==> src/rtl/phase_pwm_pkg.sv <==
package phase_pwm_pkg;

  // Counting direction of the ramp.
  typedef enum logic {
    DIR_UP = 1'b0,
    DIR_DN = 1'b1
  } ramp_dir_e;

  // Number of waveform outputs.
  localparam int unsigned NUM_CH = 2;

endpackage

==> src/rtl/phase_pwm_prescale.sv <==
module phase_pwm_prescale #(
  parameter int unsigned SEL_W = 3
) (
  input  logic             clk,
  input  logic             rst_n,
  input  logic             en,
  input  logic [SEL_W-1:0] div_sel,
  output logic             tick
);

  localparam int unsigned DIV_W = (1 << SEL_W) - 1;

  logic [DIV_W-1:0] pre_q;
  logic [DIV_W-1:0] pre_d;
  logic [DIV_W-1:0] wrap_mask;
  logic             pre_ce;

  // Terminal value is 2^div_sel - 1.
  assign wrap_mask = ~({DIV_W{1'b1}} << div_sel);
  assign tick      = en & (pre_q == wrap_mask);

  always_comb begin
    pre_ce = 1'b1;
    if (!en) begin
      pre_d = '0;
    end else if (tick) begin
      pre_d = '0;
    end else begin
      pre_d = pre_q + 1'b1;
    end
  end

  always_ff @(posedge clk or negedge rst_n) begin
    if (!rst_n) begin
      pre_q <= '0;
    end else if (pre_ce) begin
      pre_q <= pre_d;
    end
  end

endmodule

==> src/rtl/phase_pwm_ramp.sv <==
module phase_pwm_ramp
  import phase_pwm_pkg::*;
#(
  parameter int unsigned CW = 16
) (
  input  logic          clk,
  input  logic          rst_n,
  input  logic          en,
  input  logic          tick,
  input  logic [CW-1:0] top_buf,
  output logic [CW-1:0] cnt,
  output ramp_dir_e     dir,
  output logic [CW-1:0] top_sh,
  output logic          shadow_load
);

  logic [CW-1:0] cnt_q, cnt_d;
  logic [CW-1:0] top_q, top_d;
  ramp_dir_e     dir_q, dir_d;
  logic          at_top;
  logic          at_bottom;
  logic          turn_bottom;
  logic          ramp_ce;

  assign at_top      = (cnt_q == top_q);
  assign at_bottom   = (cnt_q == '0);
  assign turn_bottom = tick & (dir_q == DIR_DN) & at_bottom;
  // Shadows track the buffers while idle and reload at the bottom turn.
  assign shadow_load = !en | turn_bottom;
  assign ramp_ce     = !en | tick;

  always_comb begin
    cnt_d = cnt_q;
    dir_d = dir_q;
    if (!en) begin
      cnt_d = '0;
      dir_d = DIR_UP;
    end else if (tick) begin
      unique case (dir_q)
        DIR_UP: begin
          if (at_top) begin
            dir_d = DIR_DN;
          end else begin
            cnt_d = cnt_q + 1'b1;
          end
        end
        DIR_DN: begin
          if (at_bottom) begin
            dir_d = DIR_UP;
          end else begin
            cnt_d = cnt_q - 1'b1;
          end
        end
        default: begin
          dir_d = DIR_UP;
        end
      endcase
    end
  end

  always_comb begin
    top_d = top_q;
    if (shadow_load) begin
      top_d = top_buf;
    end
  end

  always_ff @(posedge clk or negedge rst_n) begin
    if (!rst_n) begin
      cnt_q <= '0;
      dir_q <= DIR_UP;
    end else if (ramp_ce) begin
      cnt_q <= cnt_d;
      dir_q <= dir_d;
    end
  end

  always_ff @(posedge clk or negedge rst_n) begin
    if (!rst_n) begin
      top_q <= '0;
    end else if (shadow_load) begin
      top_q <= top_d;
    end
  end

  assign cnt    = cnt_q;
  assign dir    = dir_q;
  assign top_sh = top_q;

endmodule

==> src/rtl/phase_pwm_chan.sv <==
module phase_pwm_chan
  import phase_pwm_pkg::*;
#(
  parameter int unsigned CW = 16
) (
  input  logic          clk,
  input  logic          rst_n,
  input  logic          en,
  input  logic          tick,
  input  logic          shadow_load,
  input  ramp_dir_e     dir,
  input  logic [CW-1:0] cnt,
  input  logic [CW-1:0] up_buf,
  input  logic [CW-1:0] dn_buf,
  input  logic          inv,
  output logic          lvl,
  output logic          wave
);

  logic [CW-1:0] up_q, up_d;
  logic [CW-1:0] dn_q, dn_d;
  logic          lvl_q, lvl_d;
  logic          set_hit;
  logic          clr_hit;
  logic          lvl_ce;

  // A compare above the active TOP is never reached by cnt.
  assign set_hit = tick & (dir == DIR_UP) & (cnt == up_q);
  assign clr_hit = tick & (dir == DIR_DN) & (cnt == dn_q);
  assign lvl_ce  = !en | set_hit | clr_hit;

  always_comb begin
    lvl_d = lvl_q;
    if (!en) begin
      lvl_d = 1'b0;
    end else if (set_hit) begin
      lvl_d = 1'b1;
    end else if (clr_hit) begin
      lvl_d = 1'b0;
    end
  end

  always_comb begin
    up_d = up_q;
    dn_d = dn_q;
    if (shadow_load) begin
      up_d = up_buf;
      dn_d = dn_buf;
    end
  end

  always_ff @(posedge clk or negedge rst_n) begin
    if (!rst_n) begin
      lvl_q <= 1'b0;
    end else if (lvl_ce) begin
      lvl_q <= lvl_d;
    end
  end

  always_ff @(posedge clk or negedge rst_n) begin
    if (!rst_n) begin
      up_q <= '0;
      dn_q <= '0;
    end else if (shadow_load) begin
      up_q <= up_d;
      dn_q <= dn_d;
    end
  end

  assign lvl  = lvl_q;
  assign wave = lvl_q ^ inv;

endmodule

==> src/rtl/phase_pwm.sv <==
module phase_pwm
  import phase_pwm_pkg::*;
#(
  parameter int unsigned CNT_W = 16,
  parameter int unsigned SEL_W = 3
) (
  input  logic             clk,
  input  logic             rst_n,
  input  logic             en,
  input  logic [SEL_W-1:0] div_sel,
  input  logic [CNT_W-1:0] top_buf,
  input  logic [CNT_W-1:0] cmp_up0,
  input  logic [CNT_W-1:0] cmp_up1,
  input  logic [CNT_W-1:0] cmp_dn0,
  input  logic [CNT_W-1:0] cmp_dn1,
  input  logic [1:0]       inv,
  output logic [1:0]       pwm_o
);

  logic                          rst_s0, rst_s1;
  logic                          rst_core_n;
  logic                          tick;
  logic [CNT_W-1:0]              cnt;
  logic [CNT_W-1:0]              top_sh;
  ramp_dir_e                     dir;
  logic                          going_dn;
  logic                          shadow_load;
  logic [NUM_CH-1:0][CNT_W-1:0]  up_vec;
  logic [NUM_CH-1:0][CNT_W-1:0]  dn_vec;
  logic [NUM_CH-1:0]             lvl;
  logic [NUM_CH-1:0]             wave;

  // Reset: asserted asynchronously, released after two clock edges.
  always_ff @(posedge clk or negedge rst_n) begin
    if (!rst_n) begin
      rst_s0 <= 1'b0;
      rst_s1 <= 1'b0;
    end else begin
      rst_s0 <= 1'b1;
      rst_s1 <= rst_s0;
    end
  end
  assign rst_core_n = rst_s1;

  // Fixed mapping: index 0 -> output 0, index 1 -> output 1.
  assign up_vec[0] = cmp_up0;
  assign up_vec[1] = cmp_up1;
  assign dn_vec[0] = cmp_dn0;
  assign dn_vec[1] = cmp_dn1;

  phase_pwm_prescale #(.SEL_W(SEL_W)) u_pre (
    .clk     (clk),
    .rst_n   (rst_core_n),
    .en      (en),
    .div_sel (div_sel),
    .tick    (tick)
  );

  phase_pwm_ramp #(.CW(CNT_W)) u_ramp (
    .clk         (clk),
    .rst_n       (rst_core_n),
    .en          (en),
    .tick        (tick),
    .top_buf     (top_buf),
    .cnt         (cnt),
    .dir         (dir),
    .top_sh      (top_sh),
    .shadow_load (shadow_load)
  );

  assign going_dn = (dir == DIR_DN);

  for (genvar gi = 0; gi < NUM_CH; gi++) begin : g_ch
    phase_pwm_chan #(.CW(CNT_W)) u_ch (
      .clk         (clk),
      .rst_n       (rst_core_n),
      .en          (en),
      .tick        (tick),
      .shadow_load (shadow_load),
      .dir         (dir),
      .cnt         (cnt),
      .up_buf      (up_vec[gi]),
      .dn_buf      (dn_vec[gi]),
      .inv         (inv[gi]),
      .lvl         (lvl[gi]),
      .wave        (wave[gi])
    );
  end

  assign pwm_o = wave;

endmodule

==> config.mk <==
export PLATFORM = sky130hd
export DESIGN_NAME = phase_pwm
export DESIGN_NICKNAME = d
export VERILOG_FILES = /design/src/rtl/phase_pwm_pkg.sv /design/src/rtl/phase_pwm_prescale.sv /design/src/rtl/phase_pwm_ramp.sv /design/src/rtl/phase_pwm_chan.sv /design/src/rtl/phase_pwm.sv
export SDC_FILE = /design/constraint.sdc
export NUM_CORES = 1
export LEC_CHECK = 0
export ABC_AREA = 1
export CAP_MARGIN = 25
export CORE_ASPECT_RATIO = 0.8
export CORE_MARGIN = 5
export CORE_UTILIZATION = 56
export DETAILED_ROUTE_END_ITERATION = 10
export PLACE_DENSITY = 0.81
export SYNTH_ARGS = -nofsm -noshare
export SYNTH_HDL_FRONTEND = slang
export SYNTH_HIERARCHICAL = 1
export SYNTH_SLANG_ARGS = --single-unit
==> constraint.sdc <==
create_clock -name clk -period 3.8 [get_ports clk]
set_clock_uncertainty 0.05 [all_clocks]
set_input_delay 0.76 -clock clk [delete_from_list [all_inputs] [get_ports clk]]
set_output_delay 0.76 -clock clk [all_outputs]
set_load 0.03 [all_outputs]
==> reports/metrics.cfg <==
[placed_design]
hpwl_microns=12080
place_congestion=0.8863
io_buffers=89

[route]
drt_pass1_iterations=7
vias=6201
ant_nets=0
drc=0
drtIter0Drc=487
routedWlPerCell_microns=14.04
via_per_inst=5.150
routed_wl_microns=16900

[clocking]
hold_buffers=0
worst_skew_pair.late_latency_ns=0.36
cts_tree=yes
cts.clk_slew.worst_paths_ns=0.07
cts.path.max_buffers=2
cts_root_buffer=clkbuf_16
clock_sinks=108
cts_repair_resize_count=0
cts_made_buffers=9
htreeDepth=3
postCtsSetupRepairBufs=0

[finish]
area_growth_syn_to_layout_pct=19.74
diodes=0
final_nets=1155
drive_gt1_share_pct=7.386
fillers=1007

[critical_path]
reg2reg_depth=11
crit_slowest_cell=clkdlybuf4s50_1
rr_startpoint=u_ramp/dir
worstPathBufferInverterCount=4
crit_arrival_ns=3.27
slowest_delay_ns=0.49
r2r-end=u_ramp/cnt[12]
cpMostUsedCell=nand2_1
crit_fanout=92
start_kind=input port
r2r_slack_ns=1.24
cpLargestDelayFamily=buffers and inverters
setup.worst_path.end_class=flip-flop
crit_chain=clkdlybuf4s50_1 -> inv_2 -> nand2_2 -> o21ai_2 -> nand3_2 -> nor2_4 -> and2_1 -> nand2_1 -> o21ai_4 -> buf_12 -> buf_4 -> nand2_1 -> o21ai_0
cp.required_ns=4.02
crit_type=input port to flip-flop

[pwr]
vdd.ir_drop.worst_v=0.0002356
p_per_area_nw_per_um2=326.1
leakage_nw=4.116

[global_route]
grt_pass1_vias=5759
grt_use_total_pct=24.06
grt_pass1_wl_microns=27640
antenna_found_initial=0
overflow=0
grt_max_degree=93

[sta]
relSlewSlack_pct=40.25
max_freq_mhz=328.4
setup_viol=0
maxSlewViolCount=0
hold_ws_ns=0.3100
tightest_slew_ns=0.8962
grt_setup_unrepaired=no
setup_tns_ns=0
fin_crit_ns=3.045
timing.final.crit_share_pct=80.13
hold_violations=0

[yosys]
synth.distinct_cells=38
muxShareOfSynthArea_pct=2.662
synth-seq-cells=108
synth_top_family_by_area=simple AND/OR/NAND/NOR gates
synth_area_sq_um=6768
synthAdderAreaFrac_pct=3.069
avgSynthCellArea_sq_um=7.035
synth_compound_area_share_pct=8.782
synth_nets=1066
ys_seq_area_share_pct=39.93
yosys.area_share.simple_pct=31.41
synth-xor-area-share_pct=3.106
ys.warnings.count=6
netlist_instances=962

[min_path]
holdPathStages=0
min_to=rst_core_n
hold_path.class=flip-flop to flip-flop
hold_start=rst_s0

[run_status]
status=complete, no violations

[die]
die_x_microns=132.9
die-area_sq_um=14400
die_y_microns=108.3
core_area_sq_um=11690
num_rows=35
io-pin-count=90
start_util_pct=57.88

[run]
max_cap_violations=0

[kinds of logic after synthesis]
group                      Yosys count
adders and majority gates           16
muxes                               16
and+or+nand+nor                    503
xor gates and xnor gates            24
DFF                                108
AOI/OAI and AO/OA                  111
buffers and inverters              183
other                                1
[registers in the layout, indices dropped and copies added (netlist names)]
register        flops
rst_s0              1
g_ch.u_ch/up_q     32
u_ramp/dir          1
g_ch.u_ch/lvl       2
g_ch.u_ch/dn_q     32
u_pre/pre_q         7
u_ramp/cnt         16
u_ramp/top_sh      16
rst_core_n          1
[synthesized netlist by cell type (all sizes together)]
master / number / area share (%)
ha: 15 / 2.8
nand2: 363 / 21
nand3: 49 / 3.9
fa: 1 / 0.30
and2: 3 / 0.28
a21oi: 25 / 2.0
clkbuf: 1 / 0.20
buf: 19 / 1.7
nand4: 11 / 1.0
nand3b: 6 / 0.67
conb: 1 / 0.055
mux2: 16 / 2.7
xor2: 11 / 1.4
nor3b: 1 / 0.11
xnor2: 13 / 1.7
or2: 2 / 0.18
nor2: 63 / 3.9
dfrtp: 108 / 40
o21ai: 84 / 6.5
inv: 163 / 9.0
a21boi: 2 / 0.22
nor3: 5 / 0.37
[per-stage QoR]
| step | cell area [sq um] | total power [mW] | worst slack, ns | instances | util [%] |
|---|---|---|---|---|---|
| 2_1_floorplan | 6768 | 1.531 | 0.5186 | 962 | - |
| 5_1_grt | 8104 | 2.760 | 0.5427 | 1204 | 69.31 |
| 6_report | 8104 | 2.643 | 0.7552 | 1204 | 69.31 |
| 3_3_place_gp | 7796 | 1.679 | 0.4935 | 1188 | 66.68 |
| 3_5_place_dp | 7796 | 1.692 | 0.3996 | 1188 | 66.68 |
| 4_1_cts | 8104 | 2.652 | 0.7693 | 1204 | 69.31 |
[per-layer routing]
layer / GRT usage (%) / vias to the layer above / wire length, microns
met5: 0 / - / 0
met4: 6.677 / 0 / 271
met2: 36.78 / 236 / 7447
met1: 34.59 / 2808 / 7895
li1: - / 3132 / -
met3: 5.395 / 25 / 1286
[area by class of cell]
cell class / count / area, sq um / area share, %
clock buffer: 10 / 239.0 / 2.949
clock inverter: 6 / 68.82 / 0.8492
inverter: 163 / 611.8 / 7.550
multi-input combinational: 671 / 3322 / 40.99
sequential: 108 / 2706 / 33.40
tap: 148 / 185.2 / 2.285
timing repair buffer: 98 / 970.9 / 11.98
[cells in the final DEF, fill, tap and decap left out, types with 11 or more instances in the layout]
| cell | instances |
|---|---|
| dfrtp_1 | 107 |
| nand4_1 | 11 |
| mux2_1 | 14 |
| nand3_1 | 45 |
| nand2_1 | 349 |
| inv_1 | 148 |
| xnor2_1 | 13 |
| xor2_1 | 11 |
| nand2_2 | 12 |
| a21oi_1 | 22 |
| o21ai_0 | 38 |
| ha_1 | 15 |
| inv_2 | 15 |
| clkdlybuf4s50_1 | 89 |
| nor2_1 | 55 |
| o21ai_1 | 42 |
[power breakdown]
group / internal [mW] / switching (mW)
sequential: 1.23 / 0.0668
clock: 0.534 / 0.433
combinational: 0.188 / 0.190
[how the worst max path moves through the flow]
stage,start,to,slack [ns],cells after the start
2_1_floorplan,rst_core_n,g_ch[0].u_ch/dn_q[0],0.52,0
3_3_place_gp,div_sel[2],g_ch[0].u_ch/up_q[15],0.49,12
3_5_place_dp,div_sel[2],u_ramp/top_sh[9],0.40,15
4_1_cts,div_sel[2],g_ch[0].u_ch/up_q[15],0.77,12
5_1_grt,div_sel[2],u_ramp/top_sh[3],0.54,13
6_report,div_sel[2],u_ramp/top_sh[9],0.76,13
No activity file was read; power rests on OpenSTA's default activity.
